## config.mk

```make
export PLATFORM = sky130hd
export DESIGN_NAME = panel_prog_seq
export DESIGN_NICKNAME = d
export VERILOG_FILES = /design/src/rtl/pps_pkg.sv /design/src/rtl/pps_phase_timer.sv /design/src/rtl/pps_shifter.sv /design/src/rtl/pps_ctrl.sv /design/src/rtl/panel_prog_seq.sv
export SDC_FILE = /design/constraint.sdc
export NUM_CORES = 1
export LEC_CHECK = 0
export BUFFER_PORTS_ARGS = -buffer_cell sky130_fd_sc_hd__buf_4
export CORE_ASPECT_RATIO = 0.5
export CORE_MARGIN = 8
export CORE_UTILIZATION = 25
export DETAILED_ROUTE_END_ITERATION = 7
export PLACE_DENSITY_LB_ADDON = 0.2
export SYNTH_ARGS = -nofsm -noshare
export SYNTH_HDL_FRONTEND = slang
export SYNTH_SLANG_ARGS = --single-unit
export TNS_END_PERCENT = 5
```

## constraint.sdc

```tcl
create_clock -name clk -period 7 [get_ports clk]
set_input_delay 0.7 -clock clk [delete_from_list [all_inputs] [get_ports clk]]
set_output_delay 0.7 -clock clk [all_outputs]
set_load 0.02 [all_outputs]
```

## src/rtl/pps_pkg.sv

```systemverilog
package pps_pkg;
  localparam int CMD_W    = 4;
  localparam int PAY_W    = 16;
  localparam int FRM_W    = CMD_W + PAY_W;
  localparam int BIT_W    = $clog2(FRM_W);
  localparam int HOLD_BIT = 3;
  localparam int SETUP_N  = 12;
  localparam int PANEL_N  = 10;
  localparam int DATA_IDX = 6;

  typedef enum logic [3:0] {
    CMD_CORE   = 4'h0,
    CMD_WR     = 4'hC,
    CMD_WR_INC = 4'hD,
    CMD_WR_GO  = 4'hF
  } cmd_e;

  typedef enum logic [1:0] {PH_SETUP, PH_PANEL, PH_NOP} phase_e;

  function automatic logic [FRM_W-1:0] mk_frame(input logic [CMD_W-1:0] c,
                                                input logic [PAY_W-1:0] p);
    return {p, c};
  endfunction

  // Opening transactions: enable config access, multi-panel mode, back to code space.
  function automatic logic [FRM_W-1:0] setup_frame(input logic [3:0] i);
    case (i)
      4'd0:    return mk_frame(CMD_CORE, 16'h8EA6);
      4'd1:    return mk_frame(CMD_CORE, 16'h8CA6);
      4'd2:    return mk_frame(CMD_CORE, 16'h86A6);
      4'd3:    return mk_frame(CMD_CORE, 16'h0E3C);
      4'd4:    return mk_frame(CMD_CORE, 16'h6EF8);
      4'd5:    return mk_frame(CMD_CORE, 16'h0E00);
      4'd6:    return mk_frame(CMD_CORE, 16'h6EF7);
      4'd7:    return mk_frame(CMD_CORE, 16'h0E06);
      4'd8:    return mk_frame(CMD_CORE, 16'h6EF6);
      4'd9:    return mk_frame(CMD_WR,   16'h0040);
      4'd10:   return mk_frame(CMD_CORE, 16'h8EA6);
      default: return mk_frame(CMD_CORE, 16'h9CA6);
    endcase
  endfunction

  // Per-panel transactions: pointer load, three incrementing writes, final write.
  function automatic logic [FRM_W-1:0] panel_frame(input logic [3:0] i,
                                                   input logic [23:0] addr,
                                                   input logic [PAY_W-1:0] data,
                                                   input logic last);
    case (i)
      4'd0:    return mk_frame(CMD_CORE, {8'h0E, addr[23:16]});
      4'd1:    return mk_frame(CMD_CORE, 16'h6EF8);
      4'd2:    return mk_frame(CMD_CORE, {8'h0E, addr[15:8]});
      4'd3:    return mk_frame(CMD_CORE, 16'h6EF7);
      4'd4:    return mk_frame(CMD_CORE, {8'h0E, addr[7:0]});
      4'd5:    return mk_frame(CMD_CORE, 16'h6EF6);
      4'd6, 4'd7, 4'd8: return mk_frame(CMD_WR_INC, data);
      default: return mk_frame(last ? CMD_WR_GO : CMD_WR, data);
    endcase
  endfunction
endpackage

```

## src/rtl/pps_phase_timer.sv

```systemverilog
module pps_phase_timer #(
  parameter int TW = 16
) (
  input  logic          clk,
  input  logic          rst_n,
  input  logic          load,
  input  logic [TW-1:0] len,
  output logic          expired
);
  logic [TW-1:0] cnt_q;

  always_ff @(posedge clk) begin
    if (!rst_n)              cnt_q <= '0;
    else if (load)           cnt_q <= len - TW'(1);
    else if (cnt_q != '0)    cnt_q <= cnt_q - TW'(1);
  end

  assign expired = (cnt_q == '0);

  // a phase length of zero would underflow; the top clamps hold times to 1.
  assert_len_nonzero_R6: assert property (@(posedge clk) disable iff (!rst_n)
    load |-> len != '0);
endmodule

```

## src/rtl/pps_shifter.sv

```systemverilog
module pps_shifter
  import pps_pkg::*;
#(
  parameter int HALF_CYC = 2,
  parameter int TW       = 16
) (
  input  logic             clk,
  input  logic             rst_n,
  input  logic             ld,
  input  logic [FRM_W-1:0] frame,
  input  logic             stretch,
  input  logic [TW-1:0]    prog_len,
  input  logic [TW-1:0]    disch_len,
  output logic             ser_clk,
  output logic             ser_dat,
  output logic             frame_done
);
  localparam logic [BIT_W-1:0] LAST_BIT = BIT_W'(FRM_W - 1);
  localparam logic [BIT_W-1:0] HBIT     = BIT_W'(HOLD_BIT);
  localparam logic [BIT_W-1:0] PRE_HBIT = BIT_W'(HOLD_BIT - 1);
  localparam logic [TW-1:0]    HALF_LEN = TW'(HALF_CYC);

  typedef enum logic [1:0] {SH_IDLE, SH_HI, SH_LO} sh_e;

  sh_e              st_q;
  logic [BIT_W-1:0] bit_q;
  logic [FRM_W-1:0] frm_q;
  logic             str_q;
  logic             tmr_load, tmr_exp;
  logic [TW-1:0]    tmr_len;

  // Named events for the checks below.
  logic rise_ev, fall_ev, end_ev;
  assign fall_ev = (st_q == SH_HI) && tmr_exp;
  assign end_ev  = (st_q == SH_LO) && tmr_exp && (bit_q == LAST_BIT);
  assign rise_ev = ((st_q == SH_IDLE) && ld) ||
                   ((st_q == SH_LO) && tmr_exp && (bit_q != LAST_BIT));

  always_comb begin
    tmr_load = 1'b0;
    tmr_len  = HALF_LEN;
    unique case (st_q)
      SH_IDLE: tmr_load = ld;
      SH_HI: begin
        tmr_load = tmr_exp;
        if (str_q && bit_q == HBIT) tmr_len = disch_len;
      end
      SH_LO: begin
        tmr_load = tmr_exp && (bit_q != LAST_BIT);
        if (str_q && bit_q == PRE_HBIT) tmr_len = prog_len;
      end
      default: tmr_load = 1'b0;
    endcase
  end

  pps_phase_timer #(.TW(TW)) u_tmr (
    .clk(clk), .rst_n(rst_n), .load(tmr_load), .len(tmr_len), .expired(tmr_exp)
  );

  always_ff @(posedge clk) begin
    if (!rst_n) begin
      st_q       <= SH_IDLE;
      bit_q      <= '0;
      frm_q      <= '0;
      str_q      <= 1'b0;
      ser_clk    <= 1'b0;
      ser_dat    <= 1'b0;
      frame_done <= 1'b0;
    end else begin
      frame_done <= end_ev;
      unique case (st_q)
        SH_IDLE: if (ld) begin
          st_q    <= SH_HI;
          frm_q   <= frame;
          str_q   <= stretch;
          bit_q   <= '0;
          ser_clk <= 1'b1;
          ser_dat <= frame[0];
        end
        SH_HI: if (fall_ev) begin
          st_q    <= SH_LO;
          ser_clk <= 1'b0;
        end
        SH_LO: if (end_ev) begin
          st_q <= SH_IDLE;
        end else if (rise_ev) begin
          st_q    <= SH_HI;
          bit_q   <= bit_q + BIT_W'(1);
          ser_clk <= 1'b1;
          ser_dat <= frm_q[bit_q + BIT_W'(1)];
        end
        default: st_q <= SH_IDLE;
      endcase
    end
  end

  // data moves only together with a rising serial clock.
  assert_dat_on_rise_R1: assert property (@(posedge clk) disable iff (!rst_n)
    !$rose(ser_clk) |-> $stable(ser_dat));
  // the controller never loads over a frame in flight.
  assert_load_when_idle_R1: assert property (@(posedge clk) disable iff (!rst_n)
    ld |-> st_q == SH_IDLE);
  // no clock activity between frames.
  assert_clk_low_idle_R11: assert property (@(posedge clk) disable iff (!rst_n)
    (st_q == SH_IDLE) |-> !ser_clk);
endmodule

```

## src/rtl/pps_ctrl.sv

```systemverilog
module pps_ctrl
  import pps_pkg::*;
#(
  parameter int ADDR_W    = 22,
  parameter int PANEL_MAX = 16,
  parameter int SPAN_LG   = 13,
  parameter int PCNT_W    = 5
) (
  input  logic              clk,
  input  logic              rst_n,
  input  logic              start,
  input  logic              cont,
  input  logic [ADDR_W-1:0] base_addr,
  input  logic [PCNT_W-1:0] panel_cnt,
  input  logic [PAY_W-1:0]  rd_data,
  input  logic              sh_done,
  output logic              ld,
  output logic [FRM_W-1:0]  frame,
  output logic              stretch,
  output logic [PCNT_W-1:0] rd_panel,
  output logic [1:0]        rd_word,
  output logic              busy,
  output logic              done
);
  typedef enum logic [1:0] {C_IDLE, C_LOAD, C_WAIT} cst_e;

  cst_e              st_q;
  phase_e            ph_q;
  logic [3:0]        idx_q;
  logic [PCNT_W-1:0] pnl_q, pcnt_q;
  logic [ADDR_W-1:0] base_q, pan_addr;
  logic              last_panel, accept;

  function automatic logic [PCNT_W-1:0] fit_count(input logic [PCNT_W-1:0] n);
    if (n == '0) return PCNT_W'(1);
    if (n > PCNT_W'(PANEL_MAX)) return PCNT_W'(PANEL_MAX);
    return n;
  endfunction

  function automatic logic [ADDR_W-1:0] panel_addr(input logic [ADDR_W-1:0] b,
                                                   input logic [PCNT_W-1:0] p);
    return b + (ADDR_W'(p) << SPAN_LG);
  endfunction

  assign accept     = (st_q == C_IDLE) && start;
  assign last_panel = (pnl_q == pcnt_q - PCNT_W'(1));
  assign pan_addr   = panel_addr(base_q, pnl_q);
  assign rd_panel   = pnl_q;
  assign rd_word    = 2'(idx_q - 4'(DATA_IDX));
  assign stretch    = (ph_q == PH_NOP);
  assign ld         = (st_q == C_LOAD);
  assign busy       = (st_q != C_IDLE);

  always_comb begin
    unique case (ph_q)
      PH_SETUP: frame = setup_frame(idx_q);
      PH_PANEL: frame = panel_frame(idx_q, 24'(pan_addr), rd_data, last_panel);
      default:  frame = mk_frame(CMD_CORE, '0);
    endcase
  end

  always_ff @(posedge clk) begin
    if (!rst_n) begin
      st_q   <= C_IDLE;
      ph_q   <= PH_SETUP;
      idx_q  <= '0;
      pnl_q  <= '0;
      pcnt_q <= PCNT_W'(1);
      base_q <= '0;
      done   <= 1'b0;
    end else begin
      done <= 1'b0;
      unique case (st_q)
        C_IDLE: if (accept) begin
          base_q <= cont ? base_q + ADDR_W'(8) : base_addr;
          pcnt_q <= fit_count(panel_cnt);
          ph_q   <= PH_SETUP;
          idx_q  <= '0;
          pnl_q  <= '0;
          st_q   <= C_LOAD;
        end
        C_LOAD: st_q <= C_WAIT;
        C_WAIT: if (sh_done) begin
          st_q <= C_LOAD;
          unique case (ph_q)
            PH_SETUP: if (idx_q == 4'(SETUP_N - 1)) begin
              ph_q  <= PH_PANEL;
              idx_q <= '0;
            end else idx_q <= idx_q + 4'd1;
            PH_PANEL: if (idx_q == 4'(PANEL_N - 1)) begin
              idx_q <= '0;
              if (last_panel) ph_q <= PH_NOP;
              else            pnl_q <= pnl_q + PCNT_W'(1);
            end else idx_q <= idx_q + 4'd1;
            default: begin
              st_q <= C_IDLE;
              done <= 1'b1;
            end
          endcase
        end
        default: st_q <= C_IDLE;
      endcase
    end
  end

  // the end-of-sequence pulse lasts one cycle.
  assert_done_single_R7: assert property (@(posedge clk) disable iff (!rst_n)
    done |=> !done);
  // a start during a run leaves the latched run settings alone.
  assert_start_ignored_R8: assert property (@(posedge clk) disable iff (!rst_n)
    (busy && start) |=> ($stable(base_q) && $stable(pcnt_q)));
  // the panel index stays inside the clamped count.
  assert_panel_in_range_R10: assert property (@(posedge clk) disable iff (!rst_n)
    busy |-> (pnl_q < pcnt_q) && (pcnt_q != '0) && (pcnt_q <= PCNT_W'(PANEL_MAX)));
  // the programming command is only sent for the final panel.
  assert_go_last_only_R5: assert property (@(posedge clk) disable iff (!rst_n)
    (ld && frame[CMD_W-1:0] == CMD_WR_GO) |-> (ph_q == PH_PANEL) && last_panel);
endmodule

```

## src/rtl/panel_prog_seq.sv

```systemverilog
module panel_prog_seq
  import pps_pkg::*;
#(
  parameter int ADDR_W    = 22,
  parameter int PANEL_MAX = 16,
  parameter int SPAN_LG   = 13,
  parameter int HALF_CYC  = 2,
  parameter int TW        = 16,
  parameter int PCNT_W    = $clog2(PANEL_MAX + 1)
) (
  input  logic              clk,
  input  logic              rst_n,
  input  logic              start_i,
  input  logic              cont_i,
  input  logic [ADDR_W-1:0] base_addr_i,
  input  logic [PCNT_W-1:0] panel_cnt_i,
  input  logic [TW-1:0]     prog_cycles_i,
  input  logic [TW-1:0]     disch_cycles_i,
  output logic [PCNT_W-1:0] rd_panel_o,
  output logic [1:0]        rd_word_o,
  input  logic [PAY_W-1:0]  rd_data_i,
  output logic              ser_clk_o,
  output logic              ser_dat_o,
  output logic              busy_o,
  output logic              done_o
);
  logic             ld, stretch, sh_done;
  logic [FRM_W-1:0] frame;
  logic [TW-1:0]    prog_len, disch_len;

  assign prog_len  = (prog_cycles_i  == '0) ? TW'(1) : prog_cycles_i;
  assign disch_len = (disch_cycles_i == '0) ? TW'(1) : disch_cycles_i;

  pps_ctrl #(
    .ADDR_W(ADDR_W), .PANEL_MAX(PANEL_MAX), .SPAN_LG(SPAN_LG), .PCNT_W(PCNT_W)
  ) u_ctrl (
    .clk(clk), .rst_n(rst_n), .start(start_i), .cont(cont_i),
    .base_addr(base_addr_i), .panel_cnt(panel_cnt_i), .rd_data(rd_data_i),
    .sh_done(sh_done), .ld(ld), .frame(frame), .stretch(stretch),
    .rd_panel(rd_panel_o), .rd_word(rd_word_o), .busy(busy_o), .done(done_o)
  );

  pps_shifter #(.HALF_CYC(HALF_CYC), .TW(TW)) u_shift (
    .clk(clk), .rst_n(rst_n), .ld(ld), .frame(frame), .stretch(stretch),
    .prog_len(prog_len), .disch_len(disch_len),
    .ser_clk(ser_clk_o), .ser_dat(ser_dat_o), .frame_done(sh_done)
  );
endmodule

```

==> reports/metrics.cfg <==
[global_route]
antenna_found_initial=0
grt_max_degree=40
grt_overflow=0
grtUsageTotal_pct=13.3
grt_pass1_wl_um=34100
grt_pass1_vias=6229

[drt]
firstDrtPassIters=5
vias=6474
drc=0
totalWireLength_um=21300
first_iter_violations=502
wl_per_cell_um=17.0
ant_nets=0
vias_per_cell=5.15

[critical_path]
cp.arrival_ns=4.55
crit_fanout=18
reg2reg_depth=12
r2r_end=u_shift.u_tmr.cnt_q[14]
end_kind=flop
crit_type=reg2reg
worstSetupStartpoint=u_shift.u_tmr.cnt_q[0]
cp-start-kind=flop
r2r_setup_slack_ns=2.75
reg2reg_from=u_shift.u_tmr.cnt_q[0]
worstPathRequired_ns=7.30

[timing]
tightest_slew_ns=1.06
max_freq_mhz=235
slew_headroom_pct=29.1
report.final.setup_viol=0
timing.final.crit_share_pct=60.7
finalClockSkew_ns=0.0113
hold_viol=0
post-route-min-period_ns=4.25
rsz0062_at_grt=no
drv_slew=0
tns_ns=0

[clock_tree]
clock_path_buffers=2
cts.sinks=102
cts_hold_buf=0
cts_buffers=9
root_buffer=clkbuf_16
cts_tree=built
clock_latency_ns=0.36
htreeDepth=3
cts_resized=0
cts_setup_buffers=0
path_clk_slew_ns=0.08

[run_status]
outcome=completed

[synthesis]
synthTopCellsByArea=dfxtp_1 32%, a21oi_1 6.6%, nand2_1 5.6%
yosysTopAreaCell=dfxtp_1
synth_ff_type=dfxtp_1
syn_area_sq_um=6460
ys_seq_elements=102
synth.most_common_cell=dfxtp_1
yosysSeqAreaShare_pct=31.6
synth.distinct_cells=74
netlist_top_cells_count=102 x dfxtp_1, 97 x nand2_1, 85 x a21oi_1, 81 x nor2_1, 59 x o21ai_0
synthCells=853
yosys_warnings=0
synth.avg_cell_area_sq_um=7.57
synthArstFlopShare_pct=0
synth_edf_count=0
synth_top_area_share_pct=31.6
syn_nets=952

[floorplanning]
ioPinCount=90
dieArea_sq_um=31500
num_rows=41
initial_core_util_pct=25.5
die_x_um=243
die-height_um=130
coreArea_sq_um=25300

[pwr]
ir_drop_uv=107
leakagePower_nw=2.78
power.density_nw_per_um2=241

[final_layout]
nFillCells=2725
syn_to_final_growth_pct=19.1
final_util_pct=30.4
drive_above_1_share_pct=14.3
antenna_cells=0
final_nets=1007

[placed_design]
port-buffer-count=89
place.gp.congestion=0.809
hpwlAfterDp_um=16200

[worst_hold_path]
hold_depth=2
holdPathEnd=u_shift.frm_q[10]
hold_path.startpoint=u_shift.frm_q[10]
hold_class=reg2reg

[run]
cap_violations=0

[through the flow]
step,power [mW],hold slack [ns],worst slack (ns),area [sq um],instances
floorplan,1.13,0.429,3.20,6460,853
global placement,1.34,0.443,2.88,7400,1241
detailed placement,1.34,0.448,2.80,7400,1241
CTS,1.87,0.458,2.77,7690,1257
global route,1.98,0.477,2.31,7690,1257
finish,1.86,0.454,2.75,7690,1257
[critical path, cell delays in order (launching register included)]
cell and delay, ns:
dfxtp_1 0.33, or4_1 0.64, or4_1 0.73, a21boi_4 0.56, mux2i_1 0.26, ha_1 0.26, nor3b_1 0.22, o2111ai_1 0.13
o31ai_1 0.10, a41oi_1 0.17, a211oi_4 0.37, and3b_1 0.22, mux2i_1 0.17
[kinds of logic (layout without fill, tap and decap cells)]
group           after synthesis  after routing  synth area share, %
compound gates              265            265                 26.1
xor+xnor                     18             18                 2.44
fa+ha+maj                    20             20                 3.99
buf+inv                      78            138                 4.75
flops                       102            102                 31.6
mux                          23             23                 4.44
simple gates                347            347                 26.7
[worst max path at each step]
stage | endpoint | slack (ns) | cells after the start
final | u_shift.u_tmr.cnt_q[14] | 2.75 | 12
after floorplan | u_shift.u_tmr.cnt_q[14] | 3.20 | 15
after global routing | u_shift.u_tmr.cnt_q[10] | 2.31 | 14
after global placement | u_shift.u_tmr.cnt_q[14] | 2.88 | 12
after CTS | u_shift.u_tmr.cnt_q[14] | 2.77 | 14
after detailed placement | u_shift.u_tmr.cnt_q[14] | 2.80 | 14
[final cells by class]
type | instances | area (sq um) | share of cell area, %
multi-input combinational | 673 | 4110 | 53.4
inverter | 27 | 101 | 1.32
sequential | 102 | 2040 | 26.5
timing repair buffer | 95 | 713 | 9.27
clock inverter | 6 | 68.8 | 0.894
clock buffer | 10 | 229 | 2.98
tap | 344 | 430 | 5.59
[report_power, final]
group	internal (mW)	switching (mW)	total (mW)	leakage [nW]
clock network	0.281	0.244	0.525	0.143
registers	0.640	0.0505	0.691	0.831
logic	0.263	0.378	0.640	1.80
[layout by cell type, fill, tap and decap left out, types with 11 or more instances in the layout]
master,synthesis,routed
a22oi_1,17,17
a211oi_1,12,12
nor3_1,30,30
mux2i_1,14,14
buf_4,1,95
o21ai_0,59,59
xnor2_1,11,11
a21oi_1,85,85
inv_1,26,26
nor4_1,21,21
and2_1,12,12
nand3_1,31,31
ha_1,19,19
nand2_1,97,97
nor2_1,81,81
nand2b_1,12,12
dfxtp_1,102,102
[layer usage]
| layer | track usage [%] | vias up | share of wire [%] |
|---|---|---|---|
| li1 | - | 3238 | - |
| met1 | 17.5 | 3081 | 49 |
| met2 | 21.9 | 140 | 46 |
| met3 | 2.96 | 15 | 4.5 |
| met4 | 3.12 | 0 | 1.0 |
| met5 | 0 | - | 0 |
Note: power is estimated with default switching activity, not from simulation.
